<file path="src/rtl/epdma_pkg.sv">
package epdma_pkg;

   typedef enum logic [1:0] {
      CAUSE_NONE  = 2'b00,
      CAUSE_COUNT = 2'b01,
      CAUSE_SWOFF = 2'b10,
      CAUSE_EOT   = 2'b11
   } cause_e;

endpackage

</file>
<file path="src/rtl/epdma_idx_check.sv">
module epdma_idx_check #(
   parameter int IDX_W = 4,
   parameter int LO    = 1,
   parameter int HI    = 14
) (
   input  logic [IDX_W-1:0] idx,
   output logic             ok
);
   localparam int TOP = (1 << IDX_W) - 1;

   generate
      if (LO == 0 && HI == TOP) begin : g_all
         assign ok = 1'b1;
      end else begin : g_range
         assign ok = (int'(idx) >= LO) && (int'(idx) <= HI);
      end
   endgenerate
endmodule

</file>
<file path="src/rtl/epdma_counter.sv">
module epdma_counter #(
   parameter int CNT_W = 16
) (
   input  logic             clk,
   input  logic             rst_n,
   input  logic             load,
   input  logic [CNT_W-1:0] load_val,
   input  logic             dec,
   output logic [CNT_W-1:0] value,
   output logic             last
);
   logic [CNT_W-1:0] cnt_q;

   always_ff @(posedge clk or negedge rst_n) begin
      if (!rst_n)    cnt_q <= '0;
      else if (load) cnt_q <= load_val;
      else if (dec)  cnt_q <= cnt_q - CNT_W'(1);
   end

   assign value = cnt_q;
   assign last  = (cnt_q == CNT_W'(1));
endmodule

</file>
<file path="src/rtl/epdma_onehot.sv">
module epdma_onehot #(
   parameter int N     = 16,
   parameter int IDX_W = 4
) (
   input  logic             en,
   input  logic [IDX_W-1:0] idx,
   output logic [N-1:0]     vec
);
   generate
      for (genvar i = 0; i < N; i++) begin : g_bit
         assign vec[i] = en && (idx == IDX_W'(i));
      end
   endgenerate
endmodule

</file>
<file path="src/rtl/epdma_handler.sv">
module epdma_handler #(
   parameter int NUM_EP = 16,
   parameter int CNT_W  = 16,
   parameter int IDX_W  = $clog2(NUM_EP)
) (
   input  logic              clk,
   input  logic              rst_n,
   input  logic              cfg_wr,
   input  logic              cfg_en,
   input  logic [IDX_W-1:0]  cfg_idx,
   input  logic [CNT_W-1:0]  cfg_count,
   input  logic [NUM_EP-1:0] ep_dir_in,
   input  logic [NUM_EP-1:0] fifo_has_data,
   input  logic [NUM_EP-1:0] fifo_has_space,
   input  logic              dma_ack,
   input  logic              dma_eot,
   output logic              dma_req,
   output logic [NUM_EP-1:0] byte_strb,
   output logic [NUM_EP-1:0] flush_strb,
   output logic              busy,
   output logic              cfg_err,
   output logic              done,
   output logic [1:0]        done_cause,
   output logic [CNT_W-1:0]  count_left
);
   import epdma_pkg::*;

   localparam int DMA_LO = 1;
   localparam int DMA_HI = NUM_EP - 2;

   generate
      if (NUM_EP < 3) begin : g_bad_ep
         $error("epdma_handler: NUM_EP must be at least 3");
      end
      if ((1 << IDX_W) < NUM_EP) begin : g_bad_idx
         $error("epdma_handler: IDX_W too narrow for NUM_EP");
      end
      if (CNT_W < 1) begin : g_bad_cnt
         $error("epdma_handler: CNT_W must be positive");
      end
   endgenerate

   logic              busy_q, err_q, done_q;
   logic [IDX_W-1:0]  sel_q;
   cause_e            cause_q, cause_n;
   logic [NUM_EP-1:0] flush_q, flush_n;
   logic              idx_ok, cnt_ok, arm_wr, start, reject;
   logic              side_ok, take, cnt_last;
   logic              hit_eot, hit_cnt, hit_off, term;

   epdma_idx_check #(.IDX_W(IDX_W), .LO(DMA_LO), .HI(DMA_HI)) u_idx (
      .idx (cfg_idx),
      .ok  (idx_ok)
   );

   assign cnt_ok = |cfg_count;
   assign arm_wr = cfg_wr && cfg_en;
   assign start  = !busy_q && arm_wr && idx_ok && cnt_ok;
   assign reject = !busy_q && arm_wr && !(idx_ok && cnt_ok);

   assign side_ok = ep_dir_in[sel_q] ? fifo_has_data[sel_q] : fifo_has_space[sel_q];
   assign dma_req = busy_q && side_ok;
   assign take    = dma_req && dma_ack;

   epdma_counter #(.CNT_W(CNT_W)) u_cnt (
      .clk      (clk),
      .rst_n    (rst_n),
      .load     (start),
      .load_val (cfg_count),
      .dec      (take),
      .value    (count_left),
      .last     (cnt_last)
   );

   assign hit_eot = busy_q && dma_eot;
   assign hit_cnt = take && cnt_last;
   assign hit_off = busy_q && cfg_wr && !cfg_en;
   assign term    = hit_eot || hit_cnt || hit_off;

   always_comb begin
      if (hit_eot)      cause_n = CAUSE_EOT;
      else if (hit_cnt) cause_n = CAUSE_COUNT;
      else              cause_n = CAUSE_SWOFF;
   end

   epdma_onehot #(.N(NUM_EP), .IDX_W(IDX_W)) u_byte (
      .en  (take),
      .idx (sel_q),
      .vec (byte_strb)
   );

   epdma_onehot #(.N(NUM_EP), .IDX_W(IDX_W)) u_flush (
      .en  (term),
      .idx (sel_q),
      .vec (flush_n)
   );

   always_ff @(posedge clk or negedge rst_n) begin
      if (!rst_n) begin
         busy_q  <= 1'b0;
         err_q   <= 1'b0;
         sel_q   <= '0;
         done_q  <= 1'b0;
         cause_q <= CAUSE_NONE;
         flush_q <= '0;
      end else begin
         if (start) begin
            busy_q <= 1'b1;
            sel_q  <= cfg_idx;
         end else if (term) begin
            busy_q <= 1'b0;
         end
         if (start)       err_q <= 1'b0;
         else if (reject) err_q <= 1'b1;
         done_q  <= term;
         cause_q <= term ? cause_n : CAUSE_NONE;
         flush_q <= flush_n;
      end
   end

   assign busy       = busy_q;
   assign cfg_err    = err_q;
   assign done       = done_q;
   assign done_cause = cause_q;
   assign flush_strb = flush_q;
endmodule

</file>
<file path="config.mk">
export PLATFORM = sky130hd
export DESIGN_NAME = epdma_handler
export DESIGN_NICKNAME = d
export VERILOG_FILES = /design/src/rtl/epdma_pkg.sv /design/src/rtl/epdma_idx_check.sv /design/src/rtl/epdma_counter.sv /design/src/rtl/epdma_onehot.sv /design/src/rtl/epdma_handler.sv
export SDC_FILE = /design/constraint.sdc
export NUM_CORES = 1
export LEC_CHECK = 0
export BUFFER_PORTS_ARGS = -buffer_cell sky130_fd_sc_hd__buf_2
export CORE_MARGIN = 1.5
export CORE_UTILIZATION = 46
export DETAILED_ROUTE_END_ITERATION = 7
export PLACE_DENSITY = 0.8
export SYNTH_ARGS = -nofsm -noshare
export SYNTH_HDL_FRONTEND = slang
export SYNTH_SLANG_ARGS = --single-unit
</file>
<file path="constraint.sdc">
create_clock -name clk -period 2.5 [get_ports clk]
set_input_delay 0.125 -clock clk [delete_from_list [all_inputs] [get_ports clk]]
set_output_delay 0.125 -clock clk [all_outputs]
set_load 0.005 [all_outputs]
</file>
* Word-level counts from Yosys, hierarchy flattened *
Cells that the tools add are included.

storage, ports and cells
  bits in registers = 41
  word-level logic and storage cells = 98
  output and inout bits = 54
  bits of input ports = 74

operators by class
  muxes and demuxes = 16
  equality and inequality tests = 16
  magnitude comparators = 3
  add/sub/neg operators = 1
  reductions and logical operators = 55

operators by type and width
  operator                                               number
  logical AND 1 bit                                      45
  == test 4 bit, second input constant                   8
  two-way mux 16 bit                                     2
  == test 16 x 1 -> 1 bit, second input constant         1
  == test 4 x 3 -> 1 bit, second input constant          4
  OR reduction 16 bit                                    1
  subtractor 16 x 1 -> 16 bit, second input constant     1
  binary-select mux 1 bit (select 4 bit)                 3
  == test 4 x 2 -> 1 bit, second input constant          2
  two-way mux 1 bit                                      8
  two-way mux 2 bit                                      3
  nonzero test 2 bit                                     3
  < comparator 4 x 5 -> 1 bit, second input constant     1
  == test 4 x 1 -> 1 bit, second input constant          1
  >= comparator 4 x 1 -> 1 bit, second input constant    1
  less-or-equal comparator 4 bit, second input constant  1
  zero test 4 bit                                        1
  zero test 1 bit                                        3
  logical OR 1 bit                                       2

* Longest topological paths before layout *
  depth in word-level cells = 10
  mapped depth = 8
  mapped depth without buffers = 7

* Cells and area by module *
From an unflattened synthesis, not the netlist that was laid out.

second synthesis, totals
  cells, all modules = 235
  area total of the unflattened synthesis = 2329.7 um2

by module, submodules not included
  module           cells each  times used  area an instance (um2)  sequential area each (um2)
  epdma_handler    85          1           1148.6                  625.6
  epdma_counter    101         1           920.9                   400.4
  epdma_onehot     23          2           117.6                   0.0
  epdma_idx_check  3           1           25.0                    0.0

* Worst setup path after synthesis *
OpenSTA, ideal clock, no wires.

  path kind = register to register
  start = register sel_q[0]
  end = register u_cnt.cnt_q[5] (netlist: u_cnt.value[5])
  arrival = 2.198 ns
  path slack = 0.220 ns
  path buffers = 1
  data required time = 2.418 ns
  cell stages (with the launch flop) = 8
  setup time = 0.082 ns
  clock period less this slack = 2.280 ns
  cell sequence = dfrtp_1 -> buf_6 -> mux4_2 -> a22oi_2 -> nand2_2 -> mux2i_4 -> or4_1 -> a31oi_1

on the way
  word-level cells in the longest chain between the ends = 6
  elaborated cells on any way between the ends = 10
  those cells by class = 7 x mux; 3 x reduce/logical

RTL lines
  item                                     RTL line              source
  start, declared                          epdma_handler.sv:44   logic [IDX_W-1:0] sel_q;
  start signal, assigned                   epdma_handler.sv:109  sel_q <= cfg_idx;
  binary-select mux 1 bit (select 4 bit)   epdma_handler.sv:61   assign side_ok = ep_dir_in[sel_q] ? fifo_has_data[sel_q] : fifo_has_space[sel_q];
  two-way mux 1 bit (not written as such)  epdma_handler.sv:61
  two-way mux 1 bit *                      epdma_handler.sv:61
  logical AND 1 bit *                      epdma_handler.sv:62   assign dma_req = busy_q && side_ok;
  logical AND 1 bit *                      epdma_handler.sv:63   assign take = dma_req && dma_ack;
  nonzero test 2 bit (no source line) *    --
  end signal, assigned                     epdma_counter.sv:16   else if (load) cnt_q <= load_val;
  end signal, assigned                     epdma_counter.sv:17   else if (dec) cnt_q <= cnt_q - CNT_W'(1);
  end, declared                            epdma_counter.sv:12   logic [CNT_W-1:0] cnt_q;

Every way passes the cells marked *; elsewhere a longest branch is shown, timed or not. The select of a mux whose other input is x is not followed.
A chain may end at the register's enable or synchronous reset.

* Worst setup path after layout *
  start = register sel_q[0]
  end = output byte_strb[8]

on the way
  word-level cells in the longest chain between the ends = 6
  elaborated cells on any way between the ends = 11
  those cells by class = 1 x eq/ne; 7 x mux; 3 x reduce/logical

RTL lines
  item                                     RTL line             source
  binary-select mux 1 bit (select 4 bit)   epdma_handler.sv:61
  two-way mux 1 bit (not written as such)  epdma_handler.sv:61
  two-way mux 1 bit                        epdma_handler.sv:61
  logical AND 1 bit                        epdma_handler.sv:62
  logical AND 1 bit                        epdma_handler.sv:63
  logical AND 1 bit *                      epdma_onehot.sv:11   assign vec[i] = en && (idx == IDX_W'(i));
  end, declared                            epdma_handler.sv:18  output logic [NUM_EP-1:0] byte_strb,

Marks and branches as above.

==> metrics.md <==
| Metric | Value |
|---|---|
| Worst Hold Class | in2reg |
| Failing checks | setup timing |
| CP Data Required Time | 2.38 ns |
| Slew Limit Fails | 0 |
| Layout cells sized above 1 | 0.513 |
| Worst-Skew Late Latency | 0.30 ns |
| Via count | 2,963 |
| Syn Nets | 341 |
| Synth async-reset ratio | 1.00 |
| Commonest non-fill, non-tap cells in the layout | buf_2, dfrtp_1, nand2_1 |
| Slew @ Worst Pin | 0.926 ns |
| DRT antenna net count | 0 |
| Clock Sinks | 41 |
| Crit path capture type | primary output |
| Critical path arrival | 2.67 ns |
| Clock root buffer | clkbuf_8 |
| H-tree depth | 2 |
| FMAX | 0.358 GHz |
| Mapped Cells | 265 |
| Mean Syn Cell Area | 9.82 sq um |
| Netlist Area Pre-Place | 0.00260 sq mm |
| Initial Util | 0.475 |
| Peak VDD IR | 513 uV |
| Drt wl/cell | 19.1 um |
| Crit share post-route | 1.12 |
| WHS | 0.0409 ns |
| First-pass GRT wire length | 12,700 um |
| Nets | 488 |
| Area Overhead vs Synth | 49.3% |
| CTS tree | yes |
| Max-cap violations | 0 |
| Crit path cell chain | buf_12, mux4_2, a22oi_2, nand2_2, buf_6, mux2_4, nand2_8, buf_16, nor4_4, buf_2 |
| Unrepaired setup endpoints after global routing | true |
| Buffer and inverter count on the worst path | 4 |
| Pin count of the biggest net entering global routing | 42 |
| Die area | 0.00612 sq mm |
| Max clock buf depth | 2 |
| Worst Clk Skew | 0.00846 ns |
| Post-synthesis mux area share | 0.127 |
| Placed cells | 464 |
| Drt pass-1 iters | 5 |
| Initial antenna violation count | 0 |
| Setup ws final | -0.293 ns |
| Hold Path Depth | 3 |
| Pre-CTS setup slack | -0.0934 ns |
| Clock slew seen by the registers of the worst setup and hold paths | 0.08 ns |
| PwrDens | 780 mW/mm^2 |
| Post-route DRC | 0 |
| Largest family of logic cells by synthesized area | simple AND/OR/NAND/NOR gates |
| Die outline width | 78.2 um |
| Post-synth EDFFs | 0 |
| Placer Congestion | 0.899 |
| Most common cell after layout, fill and taps aside | buf_2 |
| Finish-stage setup viols | 47 |
| Buffers on Ports | 127 |
| Max Fanout on Critical Path | 8 |
| Row Count | 27 |
| CTS Buf Count | 5 |
| Post-synth cell types | 47 |
| Antenna Cells | 0 |
| FF+latch count, synth | 41 |
| Cell count along the critical path | 10 |
| Simple-gate share of the synthesized area | 0.253 |
| Slowest CP cell | mux4_2 |
| Core Footprint | 0.00547 sq mm |
| All-layer global routing usage | 0.264 |
| Die Height | 78.2 um |
| Reg2Reg Depth | 10 |
| Register area share after synthesis | 0.394 |
| Slew margin rel. | 0.383 |
| Initial DRC count | 192 |
| Dpl hpwl | 5770 um |
| Final hold viol count | 0 |
| CP startpoint kind | flop |
| Synth Area in XOR/XNOR | 0 |
| # IOs | 128 |
| Synthesis Warnings | 0 |
| Synth Flop Type | dfrtp_1 |
| Vias per Instance | 6.11 |
| Routed wire length | 9260 um |
| Synth Area in Adders | 0.00962 |
| Status | complete, but fails checks |
| Fin cells | 485 |
| FILL cells | 396 |
| Remaining Overflow, GRT | 0 |
| Leak | 0.00180 uW |
| WS Path Type | reg2out |
| Crit path largest cell delay | 0.52 ns |
| Cell family with most CP delay | multiplexers |
| Synth Area in Compound Gates | 0.168 |
| Minimum clock period | 2.79 ns |
| Power Total | 3030 uW |
| Vias in the first global route | 2,624 |
-- routing by layer --
metal / track usage / share of wire / up-vias / wire, um
li1: - / - / 1320 / -
met1: 0.338 / 0.38 / 1407 / 3530
met2: 0.450 / 0.51 / 210 / 4730
met3: 0.0570 / 0.083 / 26 / 768
met4: 0.0768 / 0.025 / 0 / 234
met5: 0 / 0 / - / 0
-- per-stage QoR --
stage	area, sq um	util	setup TNS, ns
6_report	3880	0.710	-6.41
4_1_cts	3720	0.680	-3.21
2_1_floorplan	2600	-	0
3_3_place_gp	3420	0.625	-0.0513
5_1_grt	3880	0.710	-11.04
3_5_place_dp	3420	0.625	-1.06
-- worst reg2reg max path: stages, from the launching register on --
cell     delay, ns
dfrtp_1       0.43
buf_12        0.16
buf_4         0.14
mux4_2        0.51
a22oi_2       0.21
nand2_1       0.09
buf_4         0.16
mux2i_4       0.37
buf_6         0.17
o21ai_4       0.08
o221a_4       0.26
-- path summary, 6_finish.rpt --
path | slack [ns] | to | start
min in group asynchronous | 0.56 | flush_strb[12] | rst_n
worst min-delay path | 0.04 | u_cnt.value[1] | cfg_count[1]
max in group asynchronous | 1.37 | u_cnt.value[6] | rst_n
worst max register to register | -0.20 | u_cnt.value[6] | sel_q[0]
worst max-delay path | -0.29 | byte_strb[8] | sel_q[0]
worst min register to register | 0.50 | cfg_err | cfg_err
-- synthesized netlist by cell type, types with 6 or more instances --
library cell	n	area [sq um]
clkbuf_1	9	33.8
nor2_1	13	48.8
or4_1	9	67.6
nor3_1	15	75.1
o31ai_1	8	60.1
a211oi_1	14	105
or3_1	8	50.1
nand2b_1	6	37.5
nor4_1	10	62.6
and2_1	9	56.3
nand2_1	37	139
o211ai_1	6	45.0
mux4_1	7	184
dfrtp_1	41	1030
a21oi_1	6	30.0
-- area by class of cell --
class | instances | area, sq um | area share
Clock buffer | 7 | 96.3 | 0.0248
Clock inverter | 1 | 5.00 | 0.00129
Sequential cell | 41 | 1030 | 0.264
Multi-Input combinational cell | 200 | 1670 | 0.431
Inverter | 5 | 18.8 | 0.00483
Tap cell | 72 | 90.1 | 0.0232
Timing Repair Buffer | 159 | 975 | 0.251
-- sequential cells by signal, summed over array words and instances (netlist names) --
name and cells:
cfg_err 1, u_cnt.value 16, flush_strb 16, done 1
done_cause 2, busy 1, sel_q 4
-- power by group --
part	total, uW	internal (uW)	switching [uW]
registers	960	787	173
clock network	490	250	241
logic	1580	790	790
-- repair_timing --
action	CTS	global route
pin swaps	15	12
gates cloned	2	0
setup buffers	8	2
endpoints found under the setup margin	31	52
endpoints found under the hold margin	41	0
gates resized for setup	27	24
hold buffers	1	0
-- cell families after synthesis --
kind of cell	count (synthesis)
adders and majority gates	2
DFF	41
muxes	14
and+or+nand+nor	126
buffers and inverters	25
AOI/OAI and AO/OA	57
Power figures use the tool's default switching activity.
